**src/rtl/mbx_pkg.sv**
```systemverilog
package mbx_pkg;

    typedef enum logic {
        PORT_L = 1'b0,
        PORT_R = 1'b1
    } port_id_t;

    typedef struct packed {
        logic sel;
        logic rd_nwr;
    } ctl_t;

    typedef struct packed {
        logic wr_hit;
        logic rd_hit;
    } hit_t;

    function automatic logic is_write(input ctl_t c);
        return c.sel && !c.rd_nwr;
    endfunction

    function automatic logic is_read(input ctl_t c);
        return c.sel && c.rd_nwr;
    endfunction

endpackage

```
**src/rtl/mbx_decode.sv**
```systemverilog
module mbx_decode
    import mbx_pkg::*;
#(
    parameter int AW = 18,
    parameter logic [AW-1:0] OUT_ADDR = '1,
    parameter logic [AW-1:0] IN_ADDR  = '1
) (
    input  ctl_t          ctl,
    input  logic [AW-1:0] addr,
    output hit_t          hit
);
    always_comb begin
        hit.wr_hit = is_write(ctl) && (addr == OUT_ADDR);
        hit.rd_hit = is_read(ctl)  && (addr == IN_ADDR);
    end
endmodule

```
**src/rtl/mbx_flag.sv**
```systemverilog
module mbx_flag (
    input  logic clk,
    input  logic rst,
    input  logic en,
    input  logic set,
    input  logic clr,
    output logic irq_n
);
    logic pending;

    always_ff @(posedge clk) begin
        if (rst || !en) begin
            pending <= 1'b0;
        end else if (set) begin
            pending <= 1'b1;
        end else if (clr) begin
            pending <= 1'b0;
        end
    end

    assign irq_n = ~pending;

    AST_SET_WINS: assert property (@(posedge clk) disable iff (rst)
        (en && set && clr) |=> !irq_n);
    AST_HOLD: assert property (@(posedge clk) disable iff (rst)
        (en && !set && !clr) |=> $stable(irq_n));
endmodule

```
**src/rtl/mailbox_irq.sv**
```systemverilog
module mailbox_irq
    import mbx_pkg::*;
#(
    parameter int AW = 18
) (
    input  logic          clk,
    input  logic          rst,
    input  logic          mbox_en,
    input  logic          l_sel,
    input  logic          l_rd_nwr,
    input  logic [AW-1:0] l_addr,
    input  logic          r_sel,
    input  logic          r_rd_nwr,
    input  logic [AW-1:0] r_addr,
    output logic          l_irq_n,
    output logic          r_irq_n
);
    localparam logic [AW-1:0] TOP_ADDR  = {AW{1'b1}};
    localparam logic [AW-1:0] NEXT_ADDR = TOP_ADDR - 1'b1;
    localparam int NPORT = 2;

    ctl_t          ctl_a  [NPORT];
    logic [AW-1:0] addr_a [NPORT];
    hit_t          hit_a  [NPORT];
    logic          irqn_a [NPORT];

    always_comb begin
        ctl_a[PORT_L]  = '{sel: l_sel, rd_nwr: l_rd_nwr};
        ctl_a[PORT_R]  = '{sel: r_sel, rd_nwr: r_rd_nwr};
        addr_a[PORT_L] = l_addr;
        addr_a[PORT_R] = r_addr;
    end

    for (genvar p = 0; p < NPORT; p++) begin : g_port
        // left sends to TOP, receives at NEXT; right the opposite
        localparam logic [AW-1:0] OUT_A = (p == 0) ? TOP_ADDR : NEXT_ADDR;
        localparam logic [AW-1:0] IN_A  = (p == 0) ? NEXT_ADDR : TOP_ADDR;

        mbx_decode #(
            .AW(AW), .OUT_ADDR(OUT_A), .IN_ADDR(IN_A)
        ) i_dec (
            .ctl  (ctl_a[p]),
            .addr (addr_a[p]),
            .hit  (hit_a[p])
        );

        mbx_flag i_flag (
            .clk   (clk),
            .rst   (rst),
            .en    (mbox_en),
            .set   (hit_a[NPORT-1-p].wr_hit),
            .clr   (hit_a[p].rd_hit),
            .irq_n (irqn_a[p])
        );
    end

    assign l_irq_n = irqn_a[PORT_L];
    assign r_irq_n = irqn_a[PORT_R];

    AST_L_SET: assert property (@(posedge clk) disable iff (rst)
        (mbox_en && r_sel && !r_rd_nwr && r_addr == NEXT_ADDR) |=> !l_irq_n);
    AST_L_CLR: assert property (@(posedge clk) disable iff (rst)
        (mbox_en && l_sel && l_rd_nwr && l_addr == NEXT_ADDR
         && !(r_sel && !r_rd_nwr && r_addr == NEXT_ADDR)) |=> l_irq_n);
    AST_R_SET: assert property (@(posedge clk) disable iff (rst)
        (mbox_en && l_sel && !l_rd_nwr && l_addr == TOP_ADDR) |=> !r_irq_n);
    AST_R_CLR: assert property (@(posedge clk) disable iff (rst)
        (mbox_en && r_sel && r_rd_nwr && r_addr == TOP_ADDR
         && !(l_sel && !l_rd_nwr && l_addr == TOP_ADDR)) |=> r_irq_n);
    AST_OFF_QUIET: assert property (@(posedge clk) disable iff (rst)
        !mbox_en |=> (l_irq_n && r_irq_n));
    AST_RESET_IDLE: assert property (@(posedge clk)
        rst |=> (l_irq_n && r_irq_n));
endmodule

```
**config.mk**
```make
export PLATFORM = sky130hd
export DESIGN_NAME = mailbox_irq
export DESIGN_NICKNAME = d
export VERILOG_FILES = /design/src/rtl/mbx_pkg.sv /design/src/rtl/mbx_decode.sv /design/src/rtl/mbx_flag.sv /design/src/rtl/mailbox_irq.sv
export SDC_FILE = /design/constraint.sdc
export NUM_CORES = 1
export LEC_CHECK = 0
export ABC_AREA = 1
export BUFFER_PORTS_ARGS = -buffer_cell sky130_fd_sc_hd__buf_4
export CORE_AREA = 2 2 39 41
export CTS_BUF_LIST = sky130_fd_sc_hd__clkbuf_2 sky130_fd_sc_hd__clkbuf_4 sky130_fd_sc_hd__clkbuf_8
export CTS_CLUSTER_DIAMETER = 40
export DETAILED_ROUTE_END_ITERATION = 8
export DIE_AREA = 0 0 41 43
export HOLD_SLACK_MARGIN = 0.03
export SLEW_MARGIN = 20
export SYNTH_ARGS = -nofsm -noshare
export SYNTH_HDL_FRONTEND = slang
export SYNTH_SLANG_ARGS = --single-unit
```
**constraint.sdc**
```tcl
create_clock -name clk -period 0.8 [get_ports clk]
set_input_delay 0.12 -clock clk [delete_from_list [all_inputs] [get_ports clk]]
set_output_delay 0.12 -clock clk [all_outputs]
set_load 0.02 [all_outputs]
```
==> impl_summary.md <==
Final layout
Once layout is complete, the cells apart from fillers number 120. The register bank with the most flops is g_port.i_flag.pending. The largest registers in the layout are g_port.i_flag.pending: 2 flops. The sequential cells in the finished layout cover a total of 42.5 sq um. The repair_antennas step left the layout with diodes totalling 0. Fill cells in the final layout number 159. The area growth from synthesis to layout is 134%. The register with the most flip-flops in the layout has 2 of them. After the last flow step, the layout net total stands at 149. In the final layout, the multi-input gates occupy 230 sq um.

Cells with a size suffix above 1 make up 52.9% of the layout.

Floorplan
The area of the core is 1380 sq um. For this configuration, the core starts out at a cell density of 20.6%. The die covers 1760 sq um.

From left edge to right edge, the die measures 41 um. 45 I/O pins were placed. The number of standard-cell rows in the floorplan is 14. Measured along the y axis, the die boundary spans 43 um.

Route
In the routed layout, each cell is associated on average with a via count of 4.18. Wires add up to 933 um. In the routed design, unresolved DRC markers number 0.

Across all layers, the routed design uses 501 vias. The count of nets left with antenna violations once routing finished came out at 0. The violation count after the first detailed-route iteration is 1.

After detailed routing, the average wire length per cell comes to 7.78 um. The number of iterations in the first detailed-routing pass is 4.

Power
The cell leakage power is 0.334 nW. The fraction of power spent switching nets is 21.5%. The analysis attributes to net switching a power of 113 uW. The internal power is 412 uW. The worst ir drop on vdd is 0.000497 V. The clock network burns 41.8% of the power. The total power is 525 uW.

Dividing total power by cell area gives a power density of 785 nW/um^2. The sequential power share is 19.1%. The combinational group share of total power is 39.1%.

Outcome
The final reports fail on setup timing. The run finished, with violations left.

STA
The final max-slew violation count was 0. The setup violation total in the final timing report is 2. Measured against its own limit, the worst slew margin works out to 89.8%. The minimum clock period is 0.802 ns.

Setup repair after global routing could not meet its margin everywhere. The hold violation count in the final report was 0. The clock arrives with 0 ns of skew. The ratio of final minimum period to clock period is 100%. The least setup slack across all paths after layout is -0.00242 ns. The slew at the pin with the worst max-slew slack is 0.152 ns. Static timing analysis puts the maximum clock frequency at 1250 MHz.

GRT
Global routing finished with a remaining overflow of 0. The first global-routing pass estimated 1510 um of wire. The number of global-route vias before repair is 484.

Entering global routing, the biggest net connects 3 pins. The global-route usage over all layers is 12.2%. The number of antenna violations at the first check in global routing is 0.

Yosys
The largest total area in the synthesized netlist belongs to nand2_1. The number of flip-flops and latches in the synthesized netlist is 2. The synthesized net count is 100.

Dividing the synthesized area by the synthesized cell count gives 5.00 sq um. The area of the mapped netlist is 285 sq um. Yosys attributes the largest share of cell area to nand2_1 33%, nor2_1 16%, dfxtp_1 14%. The cell count after synthesis is 57. The share of Yosys cell area claimed by the top area cell type is 32.9%. The sequential area share after synthesis is 14.0%. The Yosys warning count is 0. The distinct cell type count after synthesis is 14.

Clocking
Clock tree synthesis selected as its root buffer the cell clkbuf_4. In this run the number of H-tree levels came out at 1. The number of hold buffers added after cts is 0. After clock tree synthesis, the clock-pin slew on the worst setup and hold paths is 0.03 ns.

TritonCTS built the clock tree. The clock latency of the later-clocked register in the worst-skew pair is 0.22 ns. Counting every sink on the clock net gives 2. The post-CTS setup-driven buffer insertion count is 0. The number of clock buffers added by TritonCTS is 3. The maximum number of buffers from clock root to sink is 2.

Placement
The half-perimeter wire length after detailed placement is 855 um. The number of cells in the design after placement is 117. The number of buffers inserted by port buffering is 44.

The congestion estimate from routability-driven global placement came to 0.680.

Setup path
Data arrives at the worst endpoint at 0.68 ns. In this run the worst path has a maximum fanout of 2. The number of cells on the worst reg-to-reg path is 3. The category of the worst setup path capture point is an output port. The element type at the critical path start is a flop. The required time reported for the critical path endpoint is 0.68 ns. The type of the worst setup path is reg -> out.

Min path
The worst hold path stage count is 4. The path class of the tightest hold or removal check is in -> reg.

Job
The max-capacitance violation count is 0.
[layer usage]
layer | share of wire [%] | vias up | GRT usage [%]
met4 | 0 | 0 | 6.00
met1 | 36 | 199 | 11.2
li1 | - | 275 | -
met2 | 51 | 27 | 21.9
met3 | 13 | 0 | 4.19
met5 | 0 | - | 0
[cell families after synthesis]
group                  after synthesis  share of synthesized area (%)
AO/OA/AOI/OAI                        4                           10.1
AND/OR/NAND/NOR                     47                           70.6
flip-flops                           2                           14.0
buffers and inverters                4                           5.26
[power by group through the flow]
stage | combinational [mW] | clock (mW) | sequential (mW)
6_report | 0.205 | 0.219 | 0.100
5_1_grt | 0.228 | 0.235 | 0.100
4_1_cts | 0.207 | 0.229 | 0.100
3_5_place_dp | 0.207 | 0 | 0.102
2_1_floorplan | 0.0441 | 0 | 0.102
3_3_place_gp | 0.205 | 0 | 0.102
[final timing paths]
kind	start	to	slack (ns)
min reg2reg	g_port[1].i_flag.pending	g_port[1].i_flag.pending	0.56
min	rst	g_port[1].i_flag.pending	0.16
max	g_port[0].i_flag.pending	l_irq_n	-0.002
max reg2reg	g_port[0].i_flag.pending	g_port[0].i_flag.pending	0.11
[synth_stat cells, drive strengths merged]
cell	n
nand4	1
nor3	2
nand3	3
and2	1
inv	4
a21oi	2
dfxtp	2
nand2	25
nor2	14
o21bai	2
nand3b	1
[per-stage QoR]
step / instance area, sq um / setup TNS [ns] / setup slack [ns] / utilization [%] / hold WS (ns)
global route: 668 / -0.0587 / -0.0404 / 48.3 / 0.183
floorplan: 285 / 0 / 0.0524 / - / 0.276
CTS: 668 / -0.0258 / -0.0162 / 48.3 / 0.161
global placement: 636 / 0 / 0.00274 / 45.9 / 0.400
detailed placement: 636 / -0.0129 / -0.0129 / 45.9 / 0.400
finish: 668 / -0.00358 / -0.00242 / 48.3 / 0.162
[repair_timing]
| action | 4_1_cts | 5_1_grt |
|---|---|---|
| endpoints found under the hold margin | 0 | 0 |
| setup endpoints to repair | 2 | 2 |
| gates resized for setup | 6 | 0 |
[critical path, stage by stage, from the launching register on]
cell and delay [ns]:
dfxtp_2 0.31, inv_2 0.04, buf_6 0.12
[cell type report]
| cell class | count | share of cell area, % |
|---|---|---|
| timing repair buffer | 44 | 50.6 |
| inverter | 4 | 2.25 |
| sequential | 2 | 6.37 |
| clock buffer | 3 | 3.37 |
| tap | 16 | 3.00 |
| multi-input combinational | 51 | 34.5 |
[cells in the final DEF (no fill, tap or decap)]
cell / count
o21bai_1: 2
clkbuf_4: 3
nand2_1: 25
nand3b_1: 1
nand3_1: 3
inv_2: 2
nor3_1: 1
and2_1: 1
buf_4: 42
dfxtp_2: 2
inv_1: 2
nor3_2: 1
nor2_2: 2
a21oi_2: 1
nor2_1: 12
nand4_1: 1
a21oi_1: 1
buf_6: 2
Power figures use the tool's default switching activity.
